File: src/rtl/scl_div_pkg.sv
// Shared types for the serial clock divider.
// Assumes: used by every module of the divider; no state lives here.
package scl_div_pkg;

    // Phase of the generated serial clock.
    typedef enum logic [1:0] {
        PH_IDLE = 2'd0,
        PH_LOW  = 2'd1,
        PH_HIGH = 2'd2
    } scl_phase_e;

endpackage

File: src/rtl/scl_prescale.sv
// Fixed prescaler: counts source clocks within one divisor unit.
// Assumes: PRESCALE is a power of two, at least 2. The count is frozen
// while advance is low and is forced to zero by clear.
module scl_prescale #(
    parameter int PRESCALE = 8,
    localparam int PRE_W = $clog2(PRESCALE)
) (
    input  logic             clk,
    input  logic             rst_n,
    input  logic             clear,
    input  logic             advance,
    output logic [PRE_W-1:0] pre_q,
    output logic             wrap
);

    localparam logic [PRE_W-1:0] PRE_LAST = PRE_W'(PRESCALE - 1);

    // Last source clock of a unit on an advancing cycle.
    assign wrap = advance && (pre_q == PRE_LAST);

    // Step the in-unit position, wrapping after PRESCALE cycles.
    always_ff @(posedge clk) begin
        if (!rst_n || clear) begin
            pre_q <= '0;
        end else if (advance) begin
            pre_q <= wrap ? '0 : pre_q + 1'b1;
        end
    end

endmodule

File: src/rtl/scl_unit_cnt.sv
// Unit counter: counts divisor units within one phase, up to a limit.
// Assumes: limit is stable while the count is nonzero. It is switched
// only at phase boundaries, when the count returns to zero.
module scl_unit_cnt #(
    parameter int CNT_W = 16
) (
    input  logic             clk,
    input  logic             rst_n,
    input  logic             clear,
    input  logic             step,
    input  logic [CNT_W-1:0] limit,
    output logic [CNT_W-1:0] unit_q,
    output logic             last
);

    // The current unit is the final one of the phase.
    assign last = (unit_q == limit);

    // Count units, returning to zero after the final one.
    always_ff @(posedge clk) begin
        if (!rst_n || clear) begin
            unit_q <= '0;
        end else if (step) begin
            unit_q <= last ? '0 : unit_q + 1'b1;
        end
    end

    // The count never passes the phase limit.
    assert_no_overflow_R2: assert property (@(posedge clk) disable iff (!rst_n)
        unit_q <= limit);

endmodule

File: src/rtl/scl_phase_ctl.sv
// Phase sequencer: idle -> low -> high -> low ... while enabled.
// Captures both divisor fields together on every entry to a low phase.
// Assumes: phase_done is a one-cycle pulse on the last cycle of a phase.
module scl_phase_ctl
    import scl_div_pkg::*;
#(
    parameter int CNT_W = 16
) (
    input  logic               clk,
    input  logic               rst_n,
    input  logic               enable,
    input  logic [2*CNT_W-1:0] div_word,
    input  logic               phase_done,
    output scl_phase_e         phase_q,
    output logic [CNT_W-1:0]   lo_lim,
    output logic [CNT_W-1:0]   hi_lim
);

    scl_phase_e phase_d;
    logic       enter_low;

    // Next phase from the enable and the end of the current phase.
    always_comb begin
        phase_d = phase_q;
        if (!enable) begin
            phase_d = PH_IDLE;
        end else begin
            case (phase_q)
                PH_IDLE: phase_d = PH_LOW;
                PH_LOW:  if (phase_done) phase_d = PH_HIGH;
                PH_HIGH: if (phase_done) phase_d = PH_LOW;
                default: phase_d = PH_IDLE;
            endcase
        end
    end

    assign enter_low = (phase_d == PH_LOW) && (phase_q != PH_LOW);

    // Phase register.
    always_ff @(posedge clk) begin
        if (!rst_n) begin
            phase_q <= PH_IDLE;
        end else begin
            phase_q <= phase_d;
        end
    end

    // Divisor capture at the start of each low phase.
    always_ff @(posedge clk) begin
        if (!rst_n) begin
            lo_lim <= '0;
            hi_lim <= '0;
        end else if (enter_low) begin
            lo_lim <= div_word[CNT_W-1:0];
            hi_lim <= div_word[2*CNT_W-1:CNT_W];
        end
    end

    // Within a low phase, and on the way out of it, the captured counts hold.
    assert_lim_hold_R9: assert property (@(posedge clk) disable iff (!rst_n)
        (phase_q == PH_LOW) |=> ($stable(lo_lim) && $stable(hi_lim)));

endmodule

File: src/rtl/scl_mid_detect.sv
// Midpoint detector: flags the cycle half-way through a phase.
// The phase position is unit * PRESCALE + in-unit count. The midpoint is
// (limit + 1) * PRESCALE / 2.
// Assumes: PRESCALE is a power of two, so the position is a concatenation.
module scl_mid_detect #(
    parameter int CNT_W = 16,
    parameter int PRE_W = 3,
    localparam int POS_W = CNT_W + PRE_W
) (
    input  logic [CNT_W-1:0] unit_q,
    input  logic [PRE_W-1:0] pre_q,
    input  logic [CNT_W-1:0] limit,
    output logic             at_mid
);

    logic [CNT_W:0]   lim_p1;
    logic [POS_W-1:0] position;
    logic [POS_W-1:0] target;

    // Compare the running position with the half-phase point.
    always_comb begin
        lim_p1   = {1'b0, limit} + 1'b1;
        position = {unit_q, pre_q};
        target   = POS_W'(lim_p1) << (PRE_W - 1);
        at_mid   = (position == target);
    end

endmodule

File: src/rtl/scl_divgen.sv
// Serial clock divider top.
// Builds each phase from a prescaler (source clocks per unit) and a unit
// counter (units per phase). Produces mid-phase strobes and pauses
// high-phase counting while the read-back line is held low.
// Assumes: scl_in is already synchronous to clk. The phase enum decode
// driving scl_out is glitch-safe for an open-drain pad enable.
module scl_divgen
    import scl_div_pkg::*;
#(
    parameter int PRESCALE = 8,
    parameter int CNT_W    = 16,
    localparam int PRE_W   = $clog2(PRESCALE)
) (
    input  logic               clk,
    input  logic               rst_n,
    input  logic               enable,
    input  logic [2*CNT_W-1:0] div_word,
    input  logic               scl_in,
    output logic               scl_out,
    output logic               mid_low_stb,
    output logic               mid_high_stb
);

    scl_phase_e       phase_q;
    logic [CNT_W-1:0] lo_lim;
    logic [CNT_W-1:0] hi_lim;
    logic [CNT_W-1:0] limit;
    logic [PRE_W-1:0] pre_q;
    logic [CNT_W-1:0] unit_q;
    logic             pre_wrap;
    logic             unit_last;
    logic             clear;
    logic             advance;
    logic             phase_done;
    logic             at_mid;

    // Counter control: hold at zero when idle, pause on a stretched high.
    always_comb begin
        clear      = !enable || (phase_q == PH_IDLE);
        advance    = (phase_q == PH_LOW) || ((phase_q == PH_HIGH) && scl_in);
        limit      = (phase_q == PH_HIGH) ? hi_lim : lo_lim;
        phase_done = pre_wrap && unit_last;
    end

    scl_phase_ctl #(
        .CNT_W      (CNT_W)
    ) u_phase (
        .clk        (clk),
        .rst_n      (rst_n),
        .enable     (enable),
        .div_word   (div_word),
        .phase_done (phase_done),
        .phase_q    (phase_q),
        .lo_lim     (lo_lim),
        .hi_lim     (hi_lim)
    );

    scl_prescale #(
        .PRESCALE (PRESCALE)
    ) u_pre (
        .clk      (clk),
        .rst_n    (rst_n),
        .clear    (clear),
        .advance  (advance),
        .pre_q    (pre_q),
        .wrap     (pre_wrap)
    );

    scl_unit_cnt #(
        .CNT_W  (CNT_W)
    ) u_unit (
        .clk    (clk),
        .rst_n  (rst_n),
        .clear  (clear),
        .step   (pre_wrap),
        .limit  (limit),
        .unit_q (unit_q),
        .last   (unit_last)
    );

    scl_mid_detect #(
        .CNT_W  (CNT_W),
        .PRE_W  (PRE_W)
    ) u_mid (
        .unit_q (unit_q),
        .pre_q  (pre_q),
        .limit  (limit),
        .at_mid (at_mid)
    );

    // Line drive and strobes from the phase and the midpoint match.
    always_comb begin
        scl_out      = (phase_q != PH_LOW);
        mid_low_stb  = (phase_q == PH_LOW) && at_mid;
        mid_high_stb = (phase_q == PH_HIGH) && scl_in && at_mid;
    end

    // Disabled: line released and no strobes from the next edge.
    assert_idle_released_R1: assert property (@(posedge clk) disable iff (!rst_n)
        !enable |=> (scl_out && !mid_low_stb && !mid_high_stb));

    // Low-phase mark lasts one cycle.
    assert_low_stb_single_R6: assert property (@(posedge clk) disable iff (!rst_n)
        (mid_low_stb && enable) |=> !mid_low_stb);

    // High-phase mark lasts one cycle.
    assert_high_stb_single_R7: assert property (@(posedge clk) disable iff (!rst_n)
        (mid_high_stb && enable) |=> !mid_high_stb);

    // A stretched high phase freezes the counters and keeps the line released.
    assert_stretch_hold_R8: assert property (@(posedge clk) disable iff (!rst_n)
        ((phase_q == PH_HIGH) && !scl_in && enable) |=>
            ($stable(pre_q) && $stable(unit_q) && scl_out));

    // First enabled edge from idle pulls the line low.
    assert_start_low_R11: assert property (@(posedge clk) disable iff (!rst_n)
        ((phase_q == PH_IDLE) && enable) |=> !scl_out);

endmodule

File: config.mk
export PLATFORM = sky130hd
export DESIGN_NAME = scl_divgen
export DESIGN_NICKNAME = d
export VERILOG_FILES = /design/src/rtl/scl_div_pkg.sv /design/src/rtl/scl_prescale.sv /design/src/rtl/scl_unit_cnt.sv /design/src/rtl/scl_phase_ctl.sv /design/src/rtl/scl_mid_detect.sv /design/src/rtl/scl_divgen.sv
export SDC_FILE = /design/constraint.sdc
export NUM_CORES = 1
export LEC_CHECK = 0
export ABC_AREA = 0
export BUFFER_PORTS_ARGS = -buffer_cell sky130_fd_sc_hd__buf_2
export CORE_MARGIN = 2
export CORE_UTILIZATION = 59
export DETAILED_ROUTE_END_ITERATION = 6
export PLACE_DENSITY = 0.84
export SYNTH_ARGS = -nofsm -noshare
export SYNTH_HDL_FRONTEND = slang
export SYNTH_SLANG_ARGS = --single-unit
export TNS_END_PERCENT = 100
File: constraint.sdc
create_clock -name clk -period 3.7 [get_ports clk]
set_input_delay 0.37 -clock clk [delete_from_list [all_inputs] [get_ports clk]]
set_output_delay 0.37 -clock clk [all_outputs]
set_load 0.02 [all_outputs]
* Yosys cells after proc, flatten, opt, wreduce, memory -nomap -nowiden
Cells that the tools add are included.
** Storage, ports and cells
- Output and inout port bits :: 3
- Flip-flop bits (word level) :: 53
- Word-level logic and storage cells :: 34
** Operators by class
- Mux-type cells :: 7
- Eq/ne operators :: 7
- Reduce and logical (&&, ||, !) cells :: 12
- Add/subtract/negate cells :: 3
** Operator list (count)
- $mux 16 :: 2
- $eq 19x19->1 :: 1
- $add 16x1->17 const B :: 1
- $add 16x1->16 const B :: 1
- $eq 16x16->1 :: 1
- $logic_and 1x1->1 :: 6
- $mux 2 :: 3
- $pmux 2 s3 :: 1
- $eq 2x1->1 const B :: 2
- $add 3x1->3 const B :: 1
- $eq 3x3->1 const B :: 1
- $logic_or 1x1->1 :: 3
- $mux 3 :: 1
- $eq 2x2->1 const B :: 1
- $logic_not 1->1 :: 2
- $logic_not 2->1 :: 1
- $ne 2x1->1 const B :: 1

* Longest topological paths before layout
- Depth in word-level cells :: 10
- Mapped depth :: 13

* Cells and area by module
Synthesis repeated with hierarchy kept, for this count alone.
** Unflattened totals
- Cells, all modules :: 389
- Area, all modules :: 3454.6 um^2
** By module, submodules not included
- scl_phase_ctl :: times used 1, area an instance 1395.1 um^2, cells each 149
- scl_unit_cnt :: times used 1, area an instance 930.9 um^2, cells each 107
- scl_mid_detect :: times used 1, area an instance 670.6 um^2, cells each 91
- scl_divgen :: times used 1, area an instance 299.0 um^2, cells each 26
- scl_prescale :: times used 1, area an instance 158.9 um^2, cells each 16

* Worst setup path after synthesis
No wires, ideal clock.
- Kind :: flip-flop to output port
- Start point :: reg u_phase.phase_q[1]
- End point :: out mid_high_stb
- Data arrival time :: 3276 ps
- Cell stages (with the launch flop) :: 14
- Slack :: 54 ps
- Required time :: 3330 ps
- Cell sequence :: dfxtp_1 -> nor2b_2 -> buf_6 -> buf_12 -> buf_6 -> mux2_2 -> ha_1 -> and4b_1 -> a31oi_1 -> nor3_1 -> nor2b_1 -> o22ai_1 -> o2111ai_1 -> nor4_1
** Between the ends
- Longest elaborated chain between the ends :: 5
** Ends and longest elaborated chain
- start, declared :: RTL line scl_phase_ctl.sv:14 : output scl_phase_e phase_q,
- start signal, assigned :: RTL line scl_phase_ctl.sv:44 : phase_q <= phase_d;
- $eq 2x2->1 * :: RTL line scl_divgen.sv:41, scl_divgen.sv:95
- $mux 16 :: RTL line scl_divgen.sv:41 : limit = (phase_q == PH_HIGH) ? hi_lim : lo_lim;
- $add 16x1->17 :: RTL line scl_mid_detect.sv:22 : lim_p1 = {1'b0, limit} + 1'b1;
- $eq 19x19->1 :: RTL line scl_mid_detect.sv:25 : at_mid = (position == target);
- $logic_and 1x1->1 * :: RTL line scl_divgen.sv:95 : mid_high_stb = (phase_q == PH_HIGH) && scl_in && at_mid;
- end, declared :: RTL line scl_divgen.sv:21 : output logic mid_high_stb
Every way passes the cells marked *; elsewhere a longest branch is shown, timed or not.

* Worst setup path after layout
Same ends and word-level chain as after synthesis.

==> summary.md <==
| Metric | Value |
|---|---|
| Max-slew violations | 0 |
| Startpoint types | flop |
| Clk buf depth | 2 |
| Status | complete, no violations |
| Share of layout cells above drive strength 1 | 15.85% |
| Detailed router's first-iteration violation count | 167 |
| CP startpoint | u_phase.phase_q[1]$_SDFF_PN0_ |
| Mapped Area | 3416 µm² |
| Family with the most delay on the worst path | simple AND/OR/NAND/NOR gates |
| Post-route clock period utilization | 95.55% |
| Layout Nets | 469 |
| Die height | 80.09 µm |
| Pin count of the biggest net entering global routing | 67 |
| Post-synth top area share | 31.06% |
| Clock root cell | clkbuf_8 |
| Initial antenna violation count | 0 |
| TritonCTS buffer count | 5 |
| Required time worst endpoint | 3330 ps |
| Clk Latency, worst-skew pair | 300 ps |
| Max Cap Viol | 0 |
| Cell variety after synth | 51 |
| Fillers | 460 |
| CTS Sinks | 53 |
| CP Depth | 11 |
| Final ANT Viol Nets | 0 |
| Bufs and invs on worst path | 1 |
| Final Setup Violations | 0 |
| Via Count | 2900 |
| Ys Warns | 0 |
| Final hold violation count | 0 |
| Area growth, synth to finish | 9.451% |
| Slew margin rel. | 59.06% |
| First-pass GRT wire length | 12.58 mm |
| Worst Path Arrival | 3170 ps |
| Mapped Nets | 445 |
| Gate Count Post-Synth | 404 |
| Final setup margin | 164.8 ps |
| Row cnt | 27 |
| Final critical-path required period | 3535 ps |
| Reg clk slew, reported paths | 100 ps |
| Synth area leader | dfxtp_1 |
| Register area share after synthesis | 31.06% |
| Average cell area after synthesis | 8.455 µm² |
| Crit. End Element | output pin |
| Grt ovf | 0 |
| Die width | 80.09 µm |
| Leakage | 1.388 nW |
| RSZ-0062 raised after global routing | yes |
| Ant. Diodes | 0 |
| Predominant post-synthesis flop cell | dfxtp_1 |
| Synth Register Bits | 53 |
| H-tree levels | 2 |
| Fmax | 282.9 MHz |
| Hold crit path type | in2reg |
| Post-route DRC | 0 |
| Vias in the first global route | 2697 |
| Crit Path Max Fanout | 7 |
| TritonCTS clock tree | built |
| DP Worst Slack | 195.2 ps |
| Gp weighted congestion | 0.9208 |
| Post-Layout Cell Count | 501 |
| Hold_ws | 296.3 ps |
| Top cells by area, synth | dfxtp_1 31%, mux2i_1 14%, xnor2_1 9.0% |
| Drt pass-1 iters | 5 |
| Worst-Margin Slew | 614.1 ps |
| WL per Instance | 14.87 µm |
| I/O pin count | 39 |
| Sequential cell area | 1061 µm² |
| Setup Crit Path Kind | reg2out |
| FF-to-FF Start | u_phase.phase_q[1]$_SDFF_PN0_ |
| Worst-path cell chain | nor2b_4, mux2_2, ha_1, and4b_1, a31oi_4, nor3_1, nor2b_1, o22ai_1, o2111ai_1, nor4_1, buf_2 |
| Worst Setup EP | mid_high_stb |
| Multi-input logic area | 2200 µm² |
| Asr flop ratio synth | 0% |
| Post-synth EDFFs | 0 |
| Core footprint | 5540 µm² |
| Largest stage delay on the critical path | 410 ps |
| Final wirelength | 7.450 mm |
| PD cells | 310.2 nW/µm² |
| Pwr Total | 1.160 mW |
| Reg2reg end | u_phase.hi_lim[10]$_SDFFE_PN0P_ |
| Clock skew | 11.21 ps |
| Placed cells | 492 |
| Via-per-instance ratio | 5.788 |
| R2R Setup Slk | 580 ps |
| Cell with the largest stage delay on the worst path | mux2_2 |
| Die area | 6414 µm² |
| Gr usage total | 24.63% |
| Reg2Reg Depth | 9 |
| HPWL Detailed | 5.396 mm |
| Initial Utilization | 61.65% |
| I/O Buffers | 38 |
| Max VDD drop | 0.2199 mV |
==> Yosys cell counts, types with 2 or more instances <==
cell type	n
nand2_1	75
dfxtp_1	53
mux2i_1	49
xnor2_1	35
nor2_1	26
clkbuf_1	16
xor2_1	16
nand3_1	9
nand4_1	9
nor2b_1	9
nor3_1	9
inv_1	8
a31oi_1	6
nor4_1	6
a21oi_1	5
and4b_1	5
buf_6	5
ha_1	5
a211oi_1	4
nand2b_1	4
o21ai_0	4
and3_1	3
buf_2	3
nand3b_1	3
or2_2	3
or4_1	3
a2111oi_0	2
a21boi_0	2
buf_4	2
mux2i_2	2
nor3_2	2
o22ai_1	2
==> worst min-delay path, cell delays in order <==
cell and delay (ps):
buf_2 90, nand2_1 40, mux2i_1 50
==> cells in the final DEF, fill, tap and decap left out, types with 3 or more instances in the layout <==
cell	instances
nand3_1	9
clkbuf_8	5
a31oi_1	4
nor3_1	9
or2_2	3
ha_1	5
or4_1	3
nand4_1	9
xor2_1	16
nand3b_1	3
dfxtp_1	53
a21oi_1	5
and4b_1	5
buf_4	6
buf_2	38
nand2_1	75
o21ai_0	4
nor4_1	5
xnor2_1	35
nor2_1	26
and3_1	3
a211oi_1	4
nand2b_1	3
mux2i_1	49
inv_1	8
nor2b_1	9
==> final cells by class <==
type	count	area share (%)
repair buffers	45	6.593
clock inverters	2	1.037
inverters	8	0.8032
well taps	72	2.410
clock buffers	6	1.941
multi-input cells	315	58.84
flip-flops and latches	53	28.38
==> power by group <==
group | internal, mW | leakage (nW) | switching, mW
Combinational | 0.0732 | 0.900 | 0.0811
Clock | 0.203 | 0.0554 | 0.185
Sequential | 0.593 | 0.433 | 0.0245
Total | 0.869 | 1.39 | 0.290
==> per-stage QoR <==
step	TNS (ps)	util [%]	cell area [µm²]
6_report	0	67.48	3739
5_1_grt	-27.92	67.48	3739
4_1_cts	0	66.58	3689
3_5_place_dp	0	64.45	3571
3_3_place_gp	0	64.45	3571
2_1_floorplan	0	-	3416
==> state kept, by name, indices dropped and copies added, names as in the netlist <==
register,cells
u_phase.hi_lim,16
u_phase.lo_lim,16
u_phase.phase_q,2
u_pre.pre_q,3
u_unit.unit_q,16
==> worst min path at each step <==
stage                                                from                              end  slack [ps]  cells after the start
after floorplan            u_phase.lo_lim[8]$_SDFFE_PN0P_   u_phase.lo_lim[8]$_SDFFE_PN0P_         430                      2
after global placement    u_phase.hi_lim[15]$_SDFFE_PN0P_  u_phase.hi_lim[15]$_SDFFE_PN0P_         460                      2
after detailed placement  u_phase.lo_lim[15]$_SDFFE_PN0P_  u_phase.lo_lim[15]$_SDFFE_PN0P_         470                      2
after CTS                                     div_word[8]   u_phase.lo_lim[8]$_SDFFE_PN0P_         290                      3
after global routing                         div_word[31]  u_phase.hi_lim[15]$_SDFFE_PN0P_         290                      3
final                                        div_word[11]  u_phase.lo_lim[11]$_SDFFE_PN0P_         300                      3
==> routing by layer <==
layer,share of wire [%],GRT usage (%),up-vias
li1,-,-,1444
met1,46,34.34,1336
met2,47,39.33,108
met3,5.5,3.933,12
met4,1.5,7.119,0
met5,0,0,-
==> repair_timing <==
item / in CTS / in global routing
cloned: 0 / 0
buffers inserted: 0 / 1
hold buffers: 0 / 0
pin swaps: 0 / 2
gates resized for setup: 1 / 8
setup endpoints to repair: 2 / 2
==> cells by family after synthesis <==
kind of cell | Yosys count | synth area share, %
adder cells (fa/ha/maj) | 5 | 1.832
buffers and inverters | 36 | 5.860
flip-flops | 53 | 31.06
XOR/XNOR | 51 | 13.08
AND/OR/NAND/NOR | 170 | 24.36
AO/OA/AOI/OAI | 35 | 7.327
multiplexers | 54 | 16.48
Note: power is estimated with default switching activity, not from simulation.
